`config.mk`:
```
export PLATFORM = sky130hd
export DESIGN_NAME = pwm_fault_guard
export DESIGN_NICKNAME = d
export VERILOG_FILES = /design/src/rtl/pwmflt_pkg.sv /design/src/rtl/pwmflt_sync.sv /design/src/rtl/pwmflt_regs.sv /design/src/rtl/pwmflt_channel.sv /design/src/rtl/pwmflt_override.sv /design/src/rtl/pwm_fault_guard.sv
export SDC_FILE = /design/constraint.sdc
export NUM_CORES = 1
export LEC_CHECK = 0
export BUFFER_PORTS_ARGS = -buffer_cell sky130_fd_sc_hd__buf_2
export CORE_MARGIN = 1
export CORE_UTILIZATION = 40
export CTS_CLUSTER_SIZE = 14
export DETAILED_ROUTE_END_ITERATION = 12
export HOLD_SLACK_MARGIN = 0.03
export MAX_ROUTING_LAYER = met4
export PLACE_DENSITY = 0.63
export SETUP_SLACK_MARGIN = 0.05
export SLEW_MARGIN = 5
export SYNTH_ARGS = -nofsm -noshare
export SYNTH_HDL_FRONTEND = slang
export SYNTH_HIERARCHICAL = 1
export SYNTH_SLANG_ARGS = --single-unit
```
`constraint.sdc`:
```
create_clock -name clk -period 1.77 [get_ports clk]
set_clock_uncertainty 0.15 [all_clocks]
set_input_delay 0 -clock clk [delete_from_list [all_inputs] [get_ports clk]]
set_output_delay 0 -clock clk [all_outputs]
set_load 0.05 [all_outputs]
```
`src/rtl/pwmflt_pkg.sv`:
```
package pwmflt_pkg;

    typedef enum logic {
        FMODE_LATCH = 1'b0,
        FMODE_CYCLE = 1'b1
    } fmode_e;

    // bit 1 = mode, bit 0 = enable
    typedef struct packed {
        fmode_e mode;
        logic   en;
    } fctl_t;

    localparam int NUM_FAULTS = 2;

    localparam logic [1:0] ADDR_CTL_A = 2'd0;
    localparam logic [1:0] ADDR_CTL_B = 2'd1;
    localparam logic [1:0] ADDR_SAFE  = 2'd2;
    localparam logic [1:0] ADDR_CLR   = 2'd3;

    localparam fctl_t CTL_RESET = '{mode: FMODE_LATCH, en: 1'b1};

    function automatic fctl_t decode_ctl(input logic [1:0] d);
        fctl_t c;
        c.en   = d[0];
        c.mode = d[1] ? FMODE_CYCLE : FMODE_LATCH;
        return c;
    endfunction

endpackage

```
`src/rtl/pwmflt_sync.sv`:
```
module pwmflt_sync #(
    parameter int   WIDTH   = 2,
    parameter int   STAGES  = 2,
    parameter logic RST_VAL = 1'b1
) (
    input  logic             clk,
    input  logic             rst,
    input  logic [WIDTH-1:0] d,
    output logic [WIDTH-1:0] q
);
    initial begin
        if (STAGES < 2) $error("pwmflt_sync needs at least two stages");
    end

    for (genvar i = 0; i < WIDTH; i++) begin : g_bit
        logic [STAGES-1:0] chain;
        always_ff @(posedge clk) begin
            if (rst) chain <= {STAGES{RST_VAL}};
            else     chain <= {chain[STAGES-2:0], d[i]};
        end
        assign q[i] = chain[STAGES-1];
    end
endmodule

```
`src/rtl/pwmflt_regs.sv`:
```
module pwmflt_regs
    import pwmflt_pkg::*;
#(
    parameter int NUM_OUT = 6,
    parameter int DW      = 6
) (
    input  logic               clk,
    input  logic               rst,
    input  logic               wr_en,
    input  logic [1:0]         wr_addr,
    input  logic [DW-1:0]      wr_data,
    output fctl_t              ctl_a,
    output fctl_t              ctl_b,
    output logic [NUM_OUT-1:0] safe_val,
    output logic [1:0]         clr_req
);
    always_ff @(posedge clk) begin
        if (rst) begin
            ctl_a    <= CTL_RESET;
            ctl_b    <= CTL_RESET;
            safe_val <= '0;
        end else if (wr_en) begin
            case (wr_addr)
                ADDR_CTL_A: ctl_a    <= decode_ctl(wr_data[1:0]);
                ADDR_CTL_B: ctl_b    <= decode_ctl(wr_data[1:0]);
                ADDR_SAFE:  safe_val <= wr_data[NUM_OUT-1:0];
                default:    ;
            endcase
        end
    end

    assign clr_req = (wr_en && wr_addr == ADDR_CLR) ? wr_data[1:0] : 2'b00;
endmodule

```
`src/rtl/pwmflt_channel.sv`:
```
module pwmflt_channel
    import pwmflt_pkg::*;
(
    input  logic  clk,
    input  logic  rst,
    input  logic  flt,
    input  fctl_t ctl,
    input  logic  clr,
    input  logic  bnd,
    output logic  trip,
    output logic  flag
);
    logic held;

    always_ff @(posedge clk) begin
        if (rst) begin
            held <= 1'b1;
            flag <= 1'b1;
        end else begin
            if (!ctl.en)
                held <= 1'b0;
            else if (flt)
                held <= 1'b1;
            else if (bnd && (ctl.mode == FMODE_CYCLE || !flag))
                held <= 1'b0;

            if (ctl.en && flt && ctl.mode == FMODE_LATCH)
                flag <= 1'b1;
            else if (clr && !flt)
                flag <= 1'b0;
        end
    end

    assign trip = ctl.en & (flt | held);

    p_latch_sets_flag_r4: assert property (@(posedge clk) disable iff (rst)
        (ctl.en && flt && ctl.mode == FMODE_LATCH) |=> flag);

    p_clr_ignored_low_r5: assert property (@(posedge clk) disable iff (rst)
        (clr && flt && flag) |=> flag);

    p_release_at_boundary_r8: assert property (@(posedge clk) disable iff (rst)
        $fell(held) |-> ($past(bnd) || !$past(ctl.en)));

    p_latch_release_cleared_r6: assert property (@(posedge clk) disable iff (rst)
        ($fell(held) && $past(ctl.en) && $past(ctl.mode) == FMODE_LATCH) |-> !$past(flag));
endmodule

```
`src/rtl/pwmflt_override.sv`:
```
module pwmflt_override #(
    parameter int NUM_OUT = 6
) (
    input  logic               force_safe,
    input  logic [NUM_OUT-1:0] pwm_in,
    input  logic [NUM_OUT-1:0] safe_val,
    output logic [NUM_OUT-1:0] pwm_out
);
    for (genvar i = 0; i < NUM_OUT; i++) begin : g_out
        assign pwm_out[i] = force_safe ? safe_val[i] : pwm_in[i];
    end
endmodule

```
`src/rtl/pwm_fault_guard.sv`:
```
module pwm_fault_guard
    import pwmflt_pkg::*;
#(
    parameter int NUM_OUT     = 6,
    parameter int SYNC_STAGES = 2,
    parameter int DW          = (NUM_OUT > 2) ? NUM_OUT : 2
) (
    input  logic               clk,
    input  logic               rst,
    input  logic               flt_a_n,
    input  logic               flt_b_n,
    input  logic [NUM_OUT-1:0] pwm_in,
    input  logic               bnd_period,
    input  logic               bnd_half,
    input  logic               wr_en,
    input  logic [1:0]         wr_addr,
    input  logic [DW-1:0]      wr_data,
    output logic [NUM_OUT-1:0] pwm_out,
    output logic               flag_a,
    output logic               flag_b,
    output logic               fault_active
);
    logic [NUM_FAULTS-1:0] flt_s;
    logic [NUM_FAULTS-1:0] trip;
    logic [NUM_FAULTS-1:0] flag;
    logic [1:0]            clr_req;
    logic [NUM_OUT-1:0]    safe_val;
    fctl_t                 ctl_a, ctl_b;
    fctl_t                 ctl [NUM_FAULTS];
    logic                  bnd;

    pwmflt_sync #(.WIDTH(NUM_FAULTS), .STAGES(SYNC_STAGES), .RST_VAL(1'b1)) u_sync (
        .clk (clk),
        .rst (rst),
        .d   ({~flt_b_n, ~flt_a_n}),
        .q   (flt_s)
    );

    pwmflt_regs #(.NUM_OUT(NUM_OUT), .DW(DW)) u_regs (
        .clk      (clk),
        .rst      (rst),
        .wr_en    (wr_en),
        .wr_addr  (wr_addr),
        .wr_data  (wr_data),
        .ctl_a    (ctl_a),
        .ctl_b    (ctl_b),
        .safe_val (safe_val),
        .clr_req  (clr_req)
    );

    assign ctl[0] = ctl_a;
    assign ctl[1] = ctl_b;
    assign bnd    = bnd_period | bnd_half;

    for (genvar c = 0; c < NUM_FAULTS; c++) begin : g_chan
        pwmflt_channel u_chan (
            .clk  (clk),
            .rst  (rst),
            .flt  (flt_s[c]),
            .ctl  (ctl[c]),
            .clr  (clr_req[c]),
            .bnd  (bnd),
            .trip (trip[c]),
            .flag (flag[c])
        );
    end

    assign fault_active = |trip;
    assign flag_a       = flag[0];
    assign flag_b       = flag[1];

    pwmflt_override #(.NUM_OUT(NUM_OUT)) u_ovr (
        .force_safe (fault_active),
        .pwm_in     (pwm_in),
        .safe_val   (safe_val),
        .pwm_out    (pwm_out)
    );

    p_fault_a_forces_r1: assert property (@(posedge clk) disable iff (rst)
        (flt_s[0] && ctl_a.en) |-> (pwm_out == safe_val));

    p_fault_b_forces_r1: assert property (@(posedge clk) disable iff (rst)
        (flt_s[1] && ctl_b.en) |-> (pwm_out == safe_val));

    p_cycle_no_flag_r7: assert property (@(posedge clk) disable iff (rst)
        (ctl_a.mode == FMODE_CYCLE && !flag_a && !clr_req[0]) |=> !flag_a);
endmodule

```
; Word-level counts from Yosys, hierarchy flattened
; Cells that the tools add are included.
[classes]
eq_ne = 5
muxes = 14
bitwise = 9
n_reduce_logical = 22
[ops]
columns = op, count
row1 = $mux W1, 13
row2 = $logic_and A1 B1 Y1, 9
row3 = $ne A3 B2 Y1 const B, 2
row4 = $reduce_and A2 Y1, 3
row5 = $reduce_or A2 Y1, 3
row6 = $eq A2 B2 Y1 const B, 2
row7 = $logic_not A1 Y1, 4
row8 = $not A1 Y1, 4
row9 = $or A1 B1 Y1, 3
row10 = $and A1 B1 Y1, 2
row11 = $eq A2 B1 Y1 const B, 1
row12 = $logic_not A2 Y1, 1
row13 = $logic_or A1 B1 Y1, 2
row14 = $mux W2, 1
[word_totals]
register_bits = 18
input_bits = 21
elab_cells = 61

; Depth between registers and ports, before layout
; Gate-level depths: netlist of the first run.
[logic_depth]
ltp_word = 6
depth_mapped = 5

; Hierarchy
; The synthesis of the first run kept the hierarchy.
[by_module_without_submodules]
columns = mod, instances, cells_per_inst, area_each_um2, seq_area_each_um2
row1 = pwmflt_regs, 1, 44, 466.7, 200.2
row2 = pwmflt_channel, 2, 12, 93.8, 40.0
row3 = pwmflt_sync, 1, 10, 120.1, 80.1
row4 = pwmflt_override, 1, 7, 101.3, 0.0
row5 = pwm_fault_guard, 1, 4, 20.0, 0.0

; Least setup slack after synthesis of the first run
; No wires, ideal clock.
[synth_timing]
kind = flip-flop to output port
start = register u_sync.g_bit[1].chain[1]
end = output pwm_out[0]
arrival_ns = 1.579
t_required_ns = 1.620
slack_ns = 0.041
path_stages_with_launch = 6
n_path_buf = 2
cell_sequence = dfxtp_1 > buf_4 > o21a_1 > or2_1 > buf_6 > mux2_4
[synth_via]
elab_chain_len = 4
[synth_lines]
columns = item, line_no
row1 = "start, declared", pwmflt_sync.sv:16  ; logic [STAGES-1:0] chain;
row2 = "start signal, assigned", pwmflt_sync.sv:18  ; if (rst) chain <= {STAGES{RST_VAL}};
row3 = "start signal, assigned", pwmflt_sync.sv:19  ; else chain <= {chain[STAGES-2:0], d[i]};
row4 = $or A1 B1 Y1, pwmflt_channel.sv:34  ; assign trip = ctl.en & (flt | held);
row5 = $and A1 B1 Y1, pwmflt_channel.sv:34
row6 = via trip[1], pwm_fault_guard.sv:24  ; logic [NUM_FAULTS-1:0] trip;
row7 = $reduce_or A2 Y1, pwm_fault_guard.sv:68  ; assign fault_active = |trip;
row8 = via fault_active, pwm_fault_guard.sv:21  ; output logic fault_active
row9 = $mux W1, pwmflt_override.sv:10  ; assign pwm_out[i] = force_safe ? safe_val[i] : pwm_in[i];
row10 = "end, declared", pwm_fault_guard.sv:18  ; output logic [NUM_OUT-1:0] pwm_out,
; The timed path passes the listed nets, and every way through them passes these cells.

; Worst setup path in the final report of the first run
[layout_timing]
start = register g_chan[1].u_chan.held
end = output pwm_out[1]
[layout_via]
elab_chain_len = 4
[layout_lines]
columns = item, line_no
row1 = "start, declared", pwmflt_channel.sv:13  ; logic held;
row2 = "start signal, assigned", pwmflt_channel.sv:17  ; held <= 1'b1;
row3 = "start signal, assigned", pwmflt_channel.sv:21  ; held <= 1'b0;
row4 = "start signal, assigned", pwmflt_channel.sv:23  ; held <= 1'b1;
row5 = $or A1 B1 Y1, pwmflt_channel.sv:34
row6 = $and A1 B1 Y1, pwmflt_channel.sv:34
row7 = via trip[1], pwm_fault_guard.sv:24
row8 = $reduce_or A2 Y1, pwm_fault_guard.sv:68
row9 = $mux W1, pwmflt_override.sv:10
; The timed path passes the listed nets, and every way through them passes these cells.

==> results of run 1 <==
-- kinds of logic after synthesis --
kind of cell,Yosys count,synth area share (%)
AND/OR/NAND/NOR,32,22.6
flip-flops,18,40.2
multiplexers,16,21.2
buffers and inverters,13,8.10
AO/OA/AOI/OAI,10,7.82
-- per-layer routing --
metal | part of all wire, % | global-route usage, % | vias to the layer above | wire, um
met5 | 0 | - | - | 0
met4 | 0 | 5.88 | 0 | 0
met3 | 3.5 | 3.74 | 0 | 62
met2 | 51 | 26.9 | 19 | 896
met1 | 46 | 20.1 | 331 | 812
li1 | - | - | 380 | -
-- power breakdown --
part           internal, mW  switching (mW)  leakage (nW)
Combinational        0.0757          0.0593         0.401
Clock                 0.125           0.123        0.0210
Sequential            0.418         0.00736         0.147
Total                 0.619           0.190         0.568
-- area by class of cell --
type | instances | area share, %
flip-flops and latches | 18 | 28.6
repair buffers | 44 | 26.6
inverters | 8 | 2.38
clock buffers | 4 | 2.87
well taps | 27 | 2.68
multi-input cells | 58 | 36.9
-- worst reg2reg max path: stages (launching register included) --
cell and delay, ns:
sky130_fd_sc_hd__dfxtp_1 0.35, sky130_fd_sc_hd__nor2_1 0.10, sky130_fd_sc_hd__mux2i_1 0.07, sky130_fd_sc_hd__dlygate4sd3_1 0.55
-- timing repair --
item / CTS / global route
gates cloned: 0 / 0
setup endpoints to repair: 6 / 7
hold buffers: 15 / 0
gates resized for setup: 12 / 2
buffers inserted: 0 / 0
pin swaps: 1 / 1
hold endpoints to repair: 18 / 0
-- synthesized netlist by cell type, drive strengths merged, types with 2 or more instances --
| cell type | n | area (sq um) |
|---|---|---|
| mux2i | 10 | 100 |
| o211ai | 4 | 30.0 |
| and4 | 2 | 20.0 |
| nand2 | 4 | 15.0 |
| buf | 5 | 42.5 |
| or2 | 6 | 37.5 |
| dfxtp | 18 | 360 |
| o21a | 2 | 15.0 |
| inv | 8 | 30.0 |
| nor2 | 3 | 11.3 |
| o21ai | 2 | 10.0 |
| nand2b | 14 | 87.6 |
| and3b | 2 | 18.8 |
| mux2 | 6 | 90.1 |
| a21boi | 2 | 15.0 |
-- state kept, by name (all words and copies together) (netlist names) --
register and cells:
u_regs/safe_val 6, u_sync/g_bit.chain 4, g_chan.u_chan/flag 2, g_chan.u_chan/held 2, u_regs/ctl_a 2, u_regs/ctl_b 2
-- per-stage QoR --
| stage | instances | area (sq um) | hold WS (ns) |
|---|---|---|---|
| finish | 159 | 1260 | 0.0392 |
| global route | 159 | 1260 | 0.0724 |
| CTS | 159 | 1260 | 0.0343 |
| detailed placement | 140 | 1030 | 0.0894 |
| global placement | 140 | 1030 | 0.0854 |
| floorplan | 89 | 898 | -0.0529 |
-- how the worst min path moves through the flow --
stage                          start  cells past startpoint                       end  slack [ns]
final                       bnd_half                      4     g_chan[1].u_chan/held        0.04
after floorplan                  rst                      1  u_sync/g_bit[0].chain[0]       -0.05
after global routing        bnd_half                      4     g_chan[1].u_chan/held        0.07
after detailed placement     flt_b_n                      3  u_sync/g_bit[1].chain[0]        0.09
after global placement       flt_a_n                      3  u_sync/g_bit[0].chain[0]        0.09
after CTS                 bnd_period                      4     g_chan[1].u_chan/held        0.03
==> impl_results.md, run 1 <==
- Maxcap violations: 0
- Routed wire length per instance: 11.1 um
- Ys Warns: 6
- Initial cell density of the core: between 40% and 50%
- Ordered list of cells on the worst path: o21a_1 -> or2_4 -> mux2_4 -> buf_6
- Tot GR Track Use: 16.6%
- Routed WL: 1770 um
- Slowest CP cell: sky130_fd_sc_hd__dfxtp_1
- Setup slack at placement: 0.320 ns
- Setup slack, reg-to-reg: 0.45 ns
- Timing-limited maximum frequency: between 0.5 and 0.6 GHz
- Die outline area: about 2400 sq um
- Total gr overflow: 0
- Relative area change from synthesis to final layout: 40.9%
- Placer's final routability congestion estimate: between 0.8 and 0.9
- Post-synthesis sequential element count: 18
- Area occupied by multi-input gates: ~470 sq um
- Slew margin rel.: 73.8%
- Number of clock buffers inserted by TritonCTS: 3
- Setup WS post-layout: around 0.053 ns
- Number of clock sinks: 18
- Total Neg Setup Slack: 0 ns
- Number of port buffers: 29
- Placeable core area: 2040 sq um
- Fillers: 178
- Maximum number of pins on one net before global-route repair: 24
- Arrival time at the worst endpoint: 1.57 ns
- Number of enable flip-flop cells after synthesis: 0
- Average vias per placed instance: between 4 and 5
- Logic depth of the worst path, buffers included: 4
- Highest net fanout along the worst path: 7
- Master cell of the clock root buffer: sky130_fd_sc_hd__clkbuf_4
- Die Width: 49.3 um
- Antenna Cells: 0
- Ports: 30
- Post-synthesis net count: 110
- Power density relative to cell area: 640 nW/um^2
- Worst Path Required: 1.62 ns
- Seq/Total Area, Yosys: 40.2%
- Vias in the first global route: 684
- Category of the critical setup timing path: register to output pin
- RSZ-0062 raised after global routing: true
- Total design power: 808 uW
- Period minus WS final: roughly 1.7 ns
- Crit path to: pwm_out[1]
- DR vias: 730
- Number of antenna violations at the first check in global routing: 0
- Cell family contributing the most delay on the critical path: flip-flops
- Maximum cell stage delay along the critical path: approximately 0.33 ns
- Count of different cell masters after synthesis: 19
- Post-route clock period utilization: 97.0%
- Register cell area after layout: 362 sq um
- Final ANT Viol Nets: 0
- Most frequent standard cell in the layout excluding fill and tap cells: sky130_fd_sc_hd__buf_2
- Final slew viol count: 0
- CP Capture Type: output pin
- Worst-case clock buffer depth: 2
- Synthesized cell area: about 900 sq um
- Min-delay worst type: input pin to register
- Most used flip-flop cell after synthesis: sky130_fd_sc_hd__dfxtp_1
- Floorplan row count: 16
- Die extent in y: just under 50 um
- Number of levels the H-tree was split into: 1
- Critical R2R Launch: u_regs/ctl_b[0]
- Count of buffering cells on the critical path with inverters included: 1
- Drt drc: 0
- Length in cells of the worst reg-to-reg path: 3
- Number of design-rule violations left by the first detailed-router iteration: 11
- Final nets: 154
- CP startpoint kind: register
- Async S/R FF share, synth: 0%
- Hpwl dp: 1180 um
- Critical path launch point: g_chan[1].u_chan/held
- Result of the run: finished, final reports clean
- Post-CTS clock slew at the launch and capture registers of the worst setup and hold paths: between 0.1 and 0.15 ns
- Clock Latency Late Sink: between 0.2 and 0.3 ns
- CTS tree: built
- Number of detailed-routing iterations run before antenna repair: 4
- First-pass GRT wire length: 2950 um
- Lkg Pwr: between 0.5 and 0.6 nW
- Commonest cells after routing, fill and taps aside: sky130_fd_sc_hd__buf_2 (22), sky130_fd_sc_hd__dfxtp_1 (17), sky130_fd_sc_hd__dlygate4sd3_1 (15), sky130_fd_sc_hd__nand2b_1 (14), sky130_fd_sc_hd__mux2i_1 (10)
- Post-Route Utilization: between 60% and 70%
- Slew of the pin with the lowest slew margin: roughly 0.39 ns
- Mean area per synthesized cell: 10.1 sq um
- Final setup fails: 0
- Share of cells above drive strength 1: 34.1%
- Post-synthesis cell count: 89
- Worst voltage drop across the vdd grid: 415 uV
- FF-to-FF End: u_regs/ctl_b[0]
- Hold Vio Cnt, Final: 0
No activity file was read; power rests on OpenSTA's default activity.
==> run 2, diff against run 1 <==
==> constraint.sdc (replaced) <==
create_clock -name clk -period 1.77 [get_ports clk]
set_clock_uncertainty 0.15 [all_clocks]
set_input_delay 0.354 -clock clk [delete_from_list [all_inputs] [get_ports clk]]
set_output_delay 0.354 -clock clk [all_outputs]
set_load 0.05 [all_outputs]
==> run 2 against run 1 <==
  * The run now ends with setup timing left
  * Via count is 4.2% lower
  * Hold slack improved by 0.11 ns
  * Power shrank 3.1%
  * Register-to-register slack better by 0.32 ns
  * Sequential share of layout area grew 2.6 points
  * Clock-buffer cell count did not move
  * Setup slack lost 0.34 ns
  * Die area unchanged
  * Largest power group unchanged
  * Non-clock buffer count decreased by 10
  * Combinational power decreased by 14%
  * Global-route usage down 1.4 points
  * Critical endpoint is now pwm_out[3]
==> impl_results.md, run 2 (synthesis gave the netlist of run 1 again) <==
- Failing checks: setup timing
- Tot GR Track Use: 15.3%
- Lkg Pwr: 0.532 nW
- Number of clock buffers inserted by TritonCTS: 3
- Min-delay worst type: input pin to register
- Timing-limited maximum frequency: 0.486 GHz
- HP Start: flt_b_n
- Post-Layout Cell Count: 149
- Length in cells of the worst reg-to-reg path: 3
- Category of the critical setup timing path: register to output pin
- FF-to-FF End: g_chan[1].u_chan/flag
- Net switching fraction of the power: between 20% and 30%
- Setup slack, reg-to-reg: a little under 0.8 ns
- Period minus WS final: between 2 and 2.5 ns
- Ports: 30
- First-pass GRT wire length: 2790 um
- Number of clock sinks: 18
- Max reg flops: 6
- Hold Vio Cnt, Final: 0
- Number of design-rule violations left by the first detailed-router iteration: 11
- P_sw: 181 uW
- Number of antenna violations at the first check in global routing: 0
- Post-CTS clock slew at the launch and capture registers of the worst setup and hold paths: around 0.10 ns
- Number of detailed-routing iterations run before antenna repair: 3
- Maximum number of pins on one net before global-route repair: 24
- Gate power share: around 15%
- Highest net fanout along the worst path: 7
- Final ANT Viol Nets: 0
- Worst voltage drop across the vdd grid: 426 uV
- Worst-case clock buffer depth: 2
- Die Width: around 50 um
- CP startpoint kind: register
- Registers with the most flip-flops: u_regs/safe_val: 6 flops, u_sync/g_bit.chain: 4 flops
- Floorplan row count: 16
- Initial cell density of the core: 43.9%
- Total gr overflow: 0
- Critical R2R Launch: u_sync/g_bit[1].chain[1]
- Maxcap violations: 0
- Power density relative to cell area: 677 nW/um^2
- Setup WS post-layout: -0.289 ns
- Share of cells above drive strength 1: 41.0%
- Average vias per placed instance: ~4.7
- Arrival time at the worst endpoint: 1.55 ns
- Routed wire length per instance: 11.2 um
- RSZ-0062 raised after global routing: true
- Clock Latency Late Sink: 0.28 ns
- Final nets: 144
- Antenna Cells: 0
- Die outline area: approximately 2400 sq um
- DR vias: approximately 700
- Total design power: 783 uW
- Slew of the pin with the lowest slew margin: 0.381 ns
- Internal cell power: between 600 and 700 uW
- Commonest cells after routing, fill and taps aside: sky130_fd_sc_hd__buf_2 (22), sky130_fd_sc_hd__dfxtp_1 (17), sky130_fd_sc_hd__nand2b_1 (14), sky130_fd_sc_hd__mux2i_1 (10), sky130_fd_sc_hd__inv_1 (8)
- Placer's final routability congestion estimate: between 0.7 and 0.8
- Relative area change from synthesis to final layout: 29.2%
- Routed WL: 1660 um
- Most frequent standard cell in the layout excluding fill and tap cells: sky130_fd_sc_hd__buf_2
- Placeable core area: 2040 sq um
- Clock group share of total power: 31.0%
- Setup slack at placement: -0.0252 ns
- Post-Route Utilization: ~57%
- Slew margin rel.: 74.6%
- Number of port buffers: 29
- Largest register by flop count: u_regs/safe_val
- Post-placement cell count: ~140
- Final slew viol count: 0
- Final setup fails: 7
- Fraction of power consumed by sequential logic: 54.1%
- Number of levels the H-tree was split into: 1
- Vias in the first global route: 696
- Hpwl dp: 1260 um
- Worst Path Required: between 1 and 1.5 ns
- Result of the run: complete, but fails checks
- CP Capture Type: output pin
- Die extent in y: about 49 um
- Post-route clock period utilization: 116%
- Worst hold slack across all endpoints: around 0.15 ns
- Master cell of the clock root buffer: sky130_fd_sc_hd__clkbuf_4
- Number of stages on the worst hold path: 3
- CTS tree: built
- Worst min-delay path endpoint: u_sync/g_bit[1].chain[0]
- Drt drc: 0
run 2: worst max path at each step:
stage | from | endpoint | slack [ns] | cells past startpoint
after detailed placement | g_chan[1].u_chan/held | pwm_out[3] | -0.03 | 4
final | g_chan[1].u_chan/held | pwm_out[3] | -0.29 | 4
after global placement | g_chan[1].u_chan/held | pwm_out[1] | -0.02 | 4
after CTS | g_chan[0].u_chan/held | pwm_out[3] | -0.31 | 4
after global routing | u_sync/g_bit[1].chain[1] | pwm_out[5] | -0.36 | 4
after floorplan | u_sync/g_bit[1].chain[1] | pwm_out[0] | -0.15 | 5
run 2: layout make-up:
cell class | count | area [sq um]
clock buffers | 4 | 36.3
well taps | 27 | 33.8
fillers | 205 | 885
multi-input cells | 58 | 465
flip-flops and latches | 18 | 362
repair buffers | 34 | 230
inverters | 8 | 30.0
run 2: timing repair:
action	CTS	global route
hold buffers	0	0
endpoints found under the setup margin	7	7
buffers inserted	0	1
resized for setup	12	5
pin swaps	1	1
run 2: metrics by stage:
stage	cell area, sq um	setup TNS [ns]
after detailed placement	1060	-0.128
after CTS	1140	-1.93
final	1160	-1.84
after global placement	1060	-0.104
after global routing	1160	-2.34
after floorplan	898	-0.882
run 2: power groups by stage:
| stage | clock (mW) | combinational, mW | sequential, mW |
|---|---|---|---|
| final | 0.243 | 0.116 | 0.424 |
| after CTS | 0.257 | 0.117 | 0.424 |
| after floorplan | 0 | 0.0706 | 0.432 |
| after global placement | 0 | 0.106 | 0.433 |
| after global routing | 0.278 | 0.126 | 0.426 |
| after detailed placement | 0 | 0.109 | 0.433 |
run 2: metal layers:
| layer | part of all wire (%) | GRT usage (%) | vias up | wire length, um |
|---|---|---|---|---|
| met5 | 0 | - | - | 0 |
| met4 | 0.48 | 6.37 | 0 | 8 |
| met3 | 3.1 | 2.18 | 2 | 52 |
| met2 | 53 | 27.6 | 17 | 878 |
| met1 | 44 | 16.4 | 322 | 724 |
| li1 | - | - | 358 | - |
run 2: critical path, stage by stage, from the launching register on:
cell                      delay, ns
sky130_fd_sc_hd__dfxtp_1       0.32
sky130_fd_sc_hd__o21a_1        0.18
sky130_fd_sc_hd__or2_4         0.31
sky130_fd_sc_hd__mux2_4        0.32
sky130_fd_sc_hd__buf_6         0.15
